[config.mk]
export PLATFORM = sky130hd
export DESIGN_NAME = shader_loader
export DESIGN_NICKNAME = d
export VERILOG_FILES = /design/src/rtl/shader_loader.sv
export SDC_FILE = /design/constraint.sdc
export NUM_CORES = 1
export LEC_CHECK = 0
export CORE_MARGIN = 2
export CORE_UTILIZATION = 45
export DETAILED_ROUTE_END_ITERATION = 7
export PLACE_DENSITY_LB_ADDON = 0.3
export SLEW_MARGIN = 30
export SYNTH_ARGS = -nofsm -noshare
export SYNTH_HDL_FRONTEND = slang
export SYNTH_SLANG_ARGS = --single-unit
[constraint.sdc]
create_clock -name clk -period 4.2 [get_ports clk]
set_clock_uncertainty 0.1 [all_clocks]
set_input_delay 0.84 -clock clk [delete_from_list [all_inputs] [get_ports clk]]
set_output_delay 0.84 -clock clk [all_outputs]
set_load 0.01 [all_outputs]
[src/rtl/shader_loader.sv]
module shader_loader #(
  parameter int MAX_INSTR = 123,
  parameter int LEN_W     = 16,
  localparam int ADDR_W   = $clog2(MAX_INSTR),
  localparam int CNT_W    = $clog2(MAX_INSTR + 1)
) (
  input  logic              clk,
  input  logic              rst_n,
  input  logic              in_valid,
  input  logic [31:0]       in_data,
  output logic              in_ready,
  output logic              prog_we,
  output logic [ADDR_W-1:0] prog_addr,
  output logic [95:0]       prog_data,
  output logic              done,
  output logic [CNT_W-1:0]  done_count,
  output logic              err_len,
  output logic              err_opcode,
  output logic              err_field,
  output logic              hdr_drop
);

  localparam logic [LEN_W:0] MAX_WORDS = (LEN_W+1)'(3 * MAX_INSTR);
  localparam logic [LEN_W:0] THREE     = (LEN_W+1)'(3);
  localparam logic [LEN_W:0] ONE       = (LEN_W+1)'(1);
  localparam logic [7:0]     OP_DCL    = 8'h19;

  typedef enum logic [1:0] {ST_IDLE, ST_LOAD, ST_SKIP} ld_state_t;

  ld_state_t        state;
  logic [LEN_W:0]   remain;
  logic [1:0]       slot;
  logic [31:0]      w0_q, w1_q;
  logic [CNT_W-1:0] idx;
  logic             eop_q, efld_q, smp_q;

  assign in_ready = rst_n;

  wire acc  = in_valid & in_ready;
  wire last = (remain == ONE);

  wire            hdr_ok  = (in_data[31:29] == 3'b011) && (in_data[28:24] == 5'h1D) &&
                            (in_data[23:16] == 8'h05);
  wire [LEN_W:0]  payload = {1'b0, in_data[LEN_W-1:0]} + ONE;
  wire            len_bad = ((payload % THREE) != '0) || (payload > MAX_WORDS);

  wire [7:0] op = in_data[31:24];
  wire [2:0] dt = in_data[21:19];
  wire [3:0] dn = in_data[17:14];
  wire [3:0] dm = in_data[13:10];

  wire dest_ok = (dt == 3'd0) ||
                 (((dt == 3'd4) || (dt == 3'd5)) && (dn == 4'd0)) ||
                 ((dt == 3'd6) && (dn <= 4'd2));
  wire mask_ok = (dm == 4'h1) || (dm == 4'h3) || (dm == 4'h7) || (dm == 4'h8) || (dm == 4'hF);
  wire dcl_ok  = ((dt == 3'd1) && (dn <= 4'd10) && mask_ok) ||
                 ((dt == 3'd3) && (dm == 4'h0));

  wire w0_op_bad  = op > OP_DCL;
  wire w0_fld_bad = (op < OP_DCL) ? !dest_ok : ((op == OP_DCL) ? !dcl_ok : 1'b0);
  wire w0_smp     = (op == OP_DCL) && (dt == 3'd3);
  wire smp_viol   = smp_q && (in_data != 32'h0);

  always_ff @(posedge clk or negedge rst_n) begin
    if (!rst_n) begin
      state      <= ST_IDLE;
      remain     <= '0;
      slot       <= 2'd0;
      w0_q       <= '0;
      w1_q       <= '0;
      idx        <= '0;
      eop_q      <= 1'b0;
      efld_q     <= 1'b0;
      smp_q      <= 1'b0;
      prog_we    <= 1'b0;
      prog_addr  <= '0;
      prog_data  <= '0;
      done       <= 1'b0;
      done_count <= '0;
      err_len    <= 1'b0;
      err_opcode <= 1'b0;
      err_field  <= 1'b0;
      hdr_drop   <= 1'b0;
    end else begin
      prog_we  <= 1'b0;
      done     <= 1'b0;
      hdr_drop <= 1'b0;
      if (acc) begin
        case (state)
          ST_IDLE: begin
            if (hdr_ok) begin
              remain <= payload;
              slot   <= 2'd0;
              idx    <= '0;
              eop_q  <= 1'b0;
              efld_q <= 1'b0;
              smp_q  <= 1'b0;
              state  <= len_bad ? ST_SKIP : ST_LOAD;
            end else begin
              hdr_drop <= 1'b1;
            end
          end
          ST_LOAD: begin
            remain <= remain - ONE;
            case (slot)
              2'd0: begin
                w0_q   <= in_data;
                eop_q  <= eop_q | w0_op_bad;
                efld_q <= efld_q | w0_fld_bad;
                smp_q  <= w0_smp;
                slot   <= 2'd1;
              end
              2'd1: begin
                w1_q   <= in_data;
                efld_q <= efld_q | smp_viol;
                slot   <= 2'd2;
              end
              default: begin
                prog_we   <= 1'b1;
                prog_addr <= idx[ADDR_W-1:0];
                prog_data <= {in_data, w1_q, w0_q};
                idx       <= idx + CNT_W'(1);
                efld_q    <= efld_q | smp_viol;
                slot      <= 2'd0;
                if (last) begin
                  done       <= 1'b1;
                  done_count <= idx + CNT_W'(1);
                  err_len    <= 1'b0;
                  err_opcode <= eop_q;
                  err_field  <= efld_q | smp_viol;
                  state      <= ST_IDLE;
                end
              end
            endcase
          end
          ST_SKIP: begin
            remain <= remain - ONE;
            if (last) begin
              done       <= 1'b1;
              done_count <= '0;
              err_len    <= 1'b1;
              err_opcode <= 1'b0;
              err_field  <= 1'b0;
              state      <= ST_IDLE;
            end
          end
          default: state <= ST_IDLE;
        endcase
      end
    end
  end

endmodule

After elaboration in Yosys (flattened, before gate mapping)
Cells that the tools add are included.
{"block": "op_classes", "bitwise": 5, "n_lt_le_gt_ge": 5, "n_addsub": 3, "eq_ne": 23, "div": 1, "muxes": 46, "n_reduce_logical": 41}
{"op": "$mux W7", "count": 5}
{"op": "$pmux W17 S2", "count": 1}
{"op": "$reduce_bool A32 Y1", "count": 1}
{"op": "$pmux W7 S2", "count": 2}
{"op": "$mux W1", "count": 22}
{"op": "$reduce_and A3 Y1", "count": 6}
{"op": "$add A16 B1 Y17 const B", "count": 1}
{"op": "$eq A17 B1 Y1 const B", "count": 1}
{"op": "$gt A17 B9 Y1 const B", "count": 1}
{"op": "$mod A17 B2 Y17 const B", "count": 1}
{"op": "$mux W17", "count": 1}
{"op": "$reduce_bool A17 Y1", "count": 1}
{"op": "$sub A17 B1 Y17 const B", "count": 1}
{"op": "$pmux W1 S2", "count": 7}
{"op": "$mux W2", "count": 5}
{"op": "$ne A2 B2 Y1 const B", "count": 5}
{"op": "$eq A3 B3 Y1 const B", "count": 3}
{"op": "$logic_and A1 B1 Y1", "count": 9}
{"op": "$logic_or A1 B1 Y1", "count": 9}
{"op": "$eq A4 B4 Y1 const B", "count": 2}
{"op": "$eq A8 B3 Y1 const B", "count": 1}
{"op": "$eq A8 B5 Y1 const B", "count": 1}
{"op": "$gt A8 B5 Y1 const B", "count": 1}
{"op": "$logic_not A4 Y1", "count": 2}
{"op": "24 further kinds", "count": 35}
{"block": "totals", "output_inout_bits": 117, "reg_bits": 211}

Logic depth before layout (Yosys ltp)
{"block": "depth", "ltp_word": 13, "depth_mapped": 49}

Worst setup path before layout
OpenSTA, ideal clock, no wires.
{"block": "synth_path", "kind": "input to register", "startpoint": "in in_data[0]", "endpoint": "reg state[0]", "t_arrival_ns": 11.965, "cell_stages": 45, "setup_ns": 0.092, "path_slack_ns": -7.957, "required_time_ns": 4.008, "path_buffers": 5, "cell_sequence": "ha_1 buf_4 nand2_1 or4_4 nor3_1 ha_1 clkbuf_1 xnor2_1 xnor2_1 clkbuf_1 a31oi_1 o2111a_1 or2_2 a22oi_2 a32oi_1 or4_4 nor4_2 a211oi_4 (+9 left out) buf_6 a2bb2oi_2 or4_4 a221oi_4 nand3_4 nor2_1 xnor2_1 ha_1 or3_1 o32a_1 nor4_1 o31ai_1 a21oi_1 xnor2_1 nand4_1 a311o_1 o211a_1 o31ai_2"}
{"block": "synth_via", "elab_chain_cells": 7, "word_cells_on_any_way": 8, "classes_between": "add/sub (1); div (1); order compare (1); mux (3); reduce/logical (2)"}
{"item": "start: declaration", "line_no": "10", "rtl": "input logic [31:0] in_data,"}
{"item": "$add A16 B1 Y17 *", "line_no": "44", "rtl": "wire [LEN_W:0] payload = {1'b0, in_data[LEN_W-1:0]} + ONE;"}
{"item": "$mod A17 B2 Y17", "line_no": "45", "rtl": "wire len_bad = ((payload % THREE) != '0) || (payload > MAX_WORDS);"}
{"item": "$reduce_bool A17 Y1", "line_no": "45"}
{"item": "$logic_or A1 B1 Y1 *", "line_no": "45"}
{"item": "$mux W2 *", "line_no": "98", "rtl": "state <= len_bad ? ST_SKIP : ST_LOAD;"}
{"item": "$mux W2 *", "line_no": "91", "rtl": "if (hdr_ok) begin"}
{"item": "$pmux W2 S3 *", "line_no": "89", "rtl": "case (state)"}
{"item": "end signal: assignment", "line_no": "98"}
{"item": "end: declaration", "line_no": "30", "rtl": "ld_state_t state;"}
Mark *: on every way between the ends. The rest lies on a longest branch, timed or not. The select of a mux whose other input is x is not followed.
A chain may end at the register's enable or synchronous reset.

Worst setup path in the final report
{"block": "layout_path", "startpoint": "in in_data[4]", "endpoint": "reg state[0]"}
The elaborated chain is that of the path after synthesis.

==> results.py <==
metrics = {
    "critical_path": {
        "worstPathMaxFanout": 6,
        "reg2regPathDepth": 13,
        "critical-path-top-delay-family": "simple AND/OR/NAND/NOR gates",
        "crit_path_top_delay_cell": "sky130_fd_sc_hd__or4_4",
        "timing_worst_setup_path_type": "input port to flop",
        "slowest_delay_ns": 0.56,
        "cp_endpoint_kind": "flop",
        "worst_setup_path_start_kind": "input port",
        "worst_r2r_endpoint": "state[0]",
        "critical_path_buf_inv_count": 6,
        "worst_r2r_startpoint": "remain[2]",
        "critPathArrivalTime_ns": 10.98,
        "worst_ep_required_time_ns": 4.53,
        "setup.reg_to_reg.worst_slack_ns": 0.33,
    },
    "layout": {
        "postLayoutCellArea_um2": 21000,
        "final_cells": 2645,
        "n_antenna_cell": 0,
        "fraction_of_layout_cells_with_a_size_suffix_above_1_pct": 33.6,
        "syn2layout_area_growth_pct": 47.9,
        "design.final.nets": 2282,
    },
    "power_and_ir_drop": {
        "power_frac_clock_pct": 21.6,
        "combPwrFrac_pct": 53.4,
        "cellPowerDensity_nw_per_um2": 421,
        "power.total_mw": 8.83,
        "switchingPower_mw": 3.33,
        "worst_vdd_ir_uv": 284,
        "netSwitchingFraction_pct": 37.7,
        "leakage_power_total_nw": 9.74,
        "p_int_mw": 5.50,
        "seqPwrFrac_pct": 24.9,
    },
    "cts": {
        "post_cts_hold_buffer_count": 0,
        "clockBufferDepth": 3,
        "clk_pin_slew_ns": 0.06,
        "cts_buffers": 23,
        "clock_tree.htree_level_count": 1,
        "clockRootBuffer": "sky130_fd_sc_hd__clkbuf_16",
        "insertion_delay_ns": 0.52,
        "cts.sink_count": 211,
        "cts_tree": "yes",
    },
    "yosys": {
        "synthesized_net_count": 1726,
        "synth-xor-area-share_pct": 4.68,
        "post_synth_main_area_contributors": "sky130_fd_sc_hd__dfrtp_1 (37%), sky130_fd_sc_hd__nand2_1 (11%), sky130_fd_sc_hd__mux2_2 (5.6%), sky130_fd_sc_hd__xnor2_1 (3.2%), sky130_fd_sc_hd__o21ai_0 (2.6%)",
        "synth_top_cells_by_count": "sky130_fd_sc_hd__nand2_1 (420), sky130_fd_sc_hd__dfrtp_1 (211), sky130_fd_sc_hd__nor2_1 (89), sky130_fd_sc_hd__o21ai_0 (75), sky130_fd_sc_hd__mux2_2 (70)",
        "synthArstFlopShare_pct": 100,
        "ys_ff_latch": 211,
        "synth_area_per_cell_um2": 8.45,
        "synth.distinct_cells": 110,
        "mappedNetlistArea_um2": 14200,
        "synth_top_family_by_area": "simple AND/OR/NAND/NOR gates",
        "ys.warnings.count": 0,
        "synthMuxAreaShare_pct": 6.82,
        "synth-edff-count": 0,
        "synthDominantCellAreaShare_pct": 37.3,
        "post_synth_and_or_nand_nor_area_fraction_pct": 27.4,
        "post_synth_fa_ha_maj_area_fraction_pct": 1.39,
        "post-synth-top-count-cell": "sky130_fd_sc_hd__nand2_1",
        "synth_top_cell_by_area": "sky130_fd_sc_hd__dfrtp_1",
        "syn-instance-count": 1677,
        "ys.flop_type": "sky130_fd_sc_hd__dfrtp_1",
        "synth_compound_gate_area_share_pct": 19.0,
        "synth-seq-area-share_pct": 37.3,
    },
    "timing": {
        "fin_crit_ns": 10.65,
        "period_share_pct": 254,
        "final-setup-viol-count": 2,
        "maxSlewViolCount": 0,
        "maxClockFrequency_mhz": 93.9,
        "grt_setup_unrepaired": "true",
        "timing_hold_violations_final": 0,
        "max_slew.worst_pin.slew_ns": 0.849,
        "timing.final.ws_setup_ns": -6.45,
        "max_slew_margin_pct": 43.4,
    },
    "grt": {
        "globalRouteOverflowTotal": 0,
        "maximum_number_of_pins_on_one_net_before_global_route_repair": 109,
        "initial_antenna_violation_count": 0,
        "first_pass_grt_wire_length_mm": 77.9,
        "grt_usage_pct": 28.6,
        "grt_pass1_vias": 15238,
    },
    "outcome": {
        "outcome": "complete, but fails checks",
        "violations_in_the_final_reports": "negative setup slack",
    },
    "flow_run": {
        "cap_viol_max_count": 0,
    },
    "placement": {
        "dp_hpwl_mm": 36.0,
        "port-buffer-count": 151,
        "place_congestion": 0.925,
        "place_inst": 2563,
        "post_dp_cell_area_um2": 19300,
    },
    "die": {
        "die_height_um": 181,
        "num_rows": 64,
        "die_w_um": 181,
        "design.portCount": 152,
        "start_util_pct": 46.0,
        "die_area_um2": 32900,
        "coreArea_um2": 30800,
    },
    "hold_path": {
        "hold_path.class": "input port to async pin",
    },
    "routing": {
        "top_layer": "met4",
        "wl_met3_mm": 2.44,
        "wl_met1_mm": 20.8,
        "vias": 15282,
        "drtAntennaViolNets": 0,
        "wl_per_cell_um": 18.2,
        "firstDrtPassIters": 5,
        "routed_via_density": 5.78,
        "wl_mm": 48.2,
        "number_of_drc_violations_after_detailed_routing_iteration_0": 1238,
        "drc_errors": 0,
        "routed-wl-met2_mm": 23.7,
    },
}
-- state kept, by name, summed over array words and instances, names as in the netlist, 2 cells and up --
signal,flops
done_count,7
remain,17
prog_addr,7
state,2
slot,2
prog_data,96
w1_q,32
w0_q,32
idx,7
-- kinds of logic (layout without fill, tap and decap cells) --
kind of cell / count (synthesis) / in the layout
DFF: 211 / 211
adders and majority gates: 16 / 16
muxes: 86 / 86
and+or+nand+nor: 799 / 799
xor gates and xnor gates: 74 / 74
AOI/OAI and AO/OA: 375 / 375
buffers and inverters: 116 / 688
-- power groups by stage --
stage	clock [mW]	sequential (mW)	combinational [mW]
final	1.91	2.20	4.72
after global routing	2.02	2.21	5.07
after CTS	1.93	2.20	4.43
after detailed placement	0	2.23	4.23
after global placement	0	2.23	4.15
after floorplan	0	2.21	2.23
-- area by class of cell --
cell class	count	area, um^2
well taps	396	495
repair buffers	621	5160
inverters	26	98.8
multi-input cells	1350	9210
clock buffers	32	639
fillers	2424	9870
flip-flops and latches	211	5280
clock inverters	9	73.8
-- worst reg2reg max path, stage by stage (launching register included) --
cell	delay [ns]
sky130_fd_sc_hd__dfrtp_1	0.43
sky130_fd_sc_hd__or3_1	0.43
sky130_fd_sc_hd__or3_1	0.38
sky130_fd_sc_hd__nor4_1	0.27
sky130_fd_sc_hd__nand2_1	0.17
sky130_fd_sc_hd__nand2_1	0.11
sky130_fd_sc_hd__nand3_1	0.21
sky130_fd_sc_hd__or4_1	0.48
sky130_fd_sc_hd__nor4_1	0.20
sky130_fd_sc_hd__buf_4	0.19
sky130_fd_sc_hd__nand4b_1	0.13
sky130_fd_sc_hd__a211oi_2	0.26
sky130_fd_sc_hd__o2111ai_4	0.17
sky130_fd_sc_hd__o31ai_2	0.24
-- cell usage in the layout, fill, tap and decap left out, types with 24 or more instances in the layout --
cell	netlist	layout
sky130_fd_sc_hd__mux2_2	70	70
sky130_fd_sc_hd__xnor2_1	51	41
sky130_fd_sc_hd__dfrtp_1	211	211
sky130_fd_sc_hd__a21oi_1	57	55
sky130_fd_sc_hd__nor2_1	89	85
sky130_fd_sc_hd__clkdlybuf4s50_1	0	134
sky130_fd_sc_hd__nor3_1	45	38
sky130_fd_sc_hd__o21ai_0	75	70
sky130_fd_sc_hd__inv_1	25	24
sky130_fd_sc_hd__nand4_1	29	29
sky130_fd_sc_hd__nand3_1	50	49
sky130_fd_sc_hd__nand2_1	420	413
sky130_fd_sc_hd__buf_4	3	455
-- metal layers --
layer  up-vias  track usage (%)
met5         -                0
met4         0             8.13
met3        88             2.43
met2       525             49.5
met1      7492             38.4
li1       7177                -
-- through the flow --
step	setup slack [ns]	TNS (ns)	util, %	hold slack (ns)
floorplan	-7.48	-14.91	-	0.333
detailed placement	-8.00	-15.93	62.6	0.345
global route	-6.95	-13.73	68.0	0.368
global placement	-7.80	-15.60	62.6	0.342
CTS	-6.46	-12.85	66.8	0.329
finish	-6.45	-12.84	68.0	0.324
-- worst max-delay path by stage --
stage	to	start	depth (start not counted)	slack, ns
2_1_floorplan	state[0]	in_data[0]	46	-7.48
3_3_place_gp	state[0]	in_data[0]	46	-7.80
3_5_place_dp	state[0]	in_data[0]	42	-8.00
4_1_cts	state[0]	in_data[1]	43	-6.46
5_1_grt	state[0]	in_data[4]	44	-6.95
6_report	state[0]	in_data[4]	44	-6.45
-- what timing repair did --
item	CTS	global route
cloned	1	0
endpoints found under the setup margin	2	2
setup buffers	26	17
pin swaps	59	31
gates resized for setup	133	76
No activity file was read; power rests on OpenSTA's default activity.
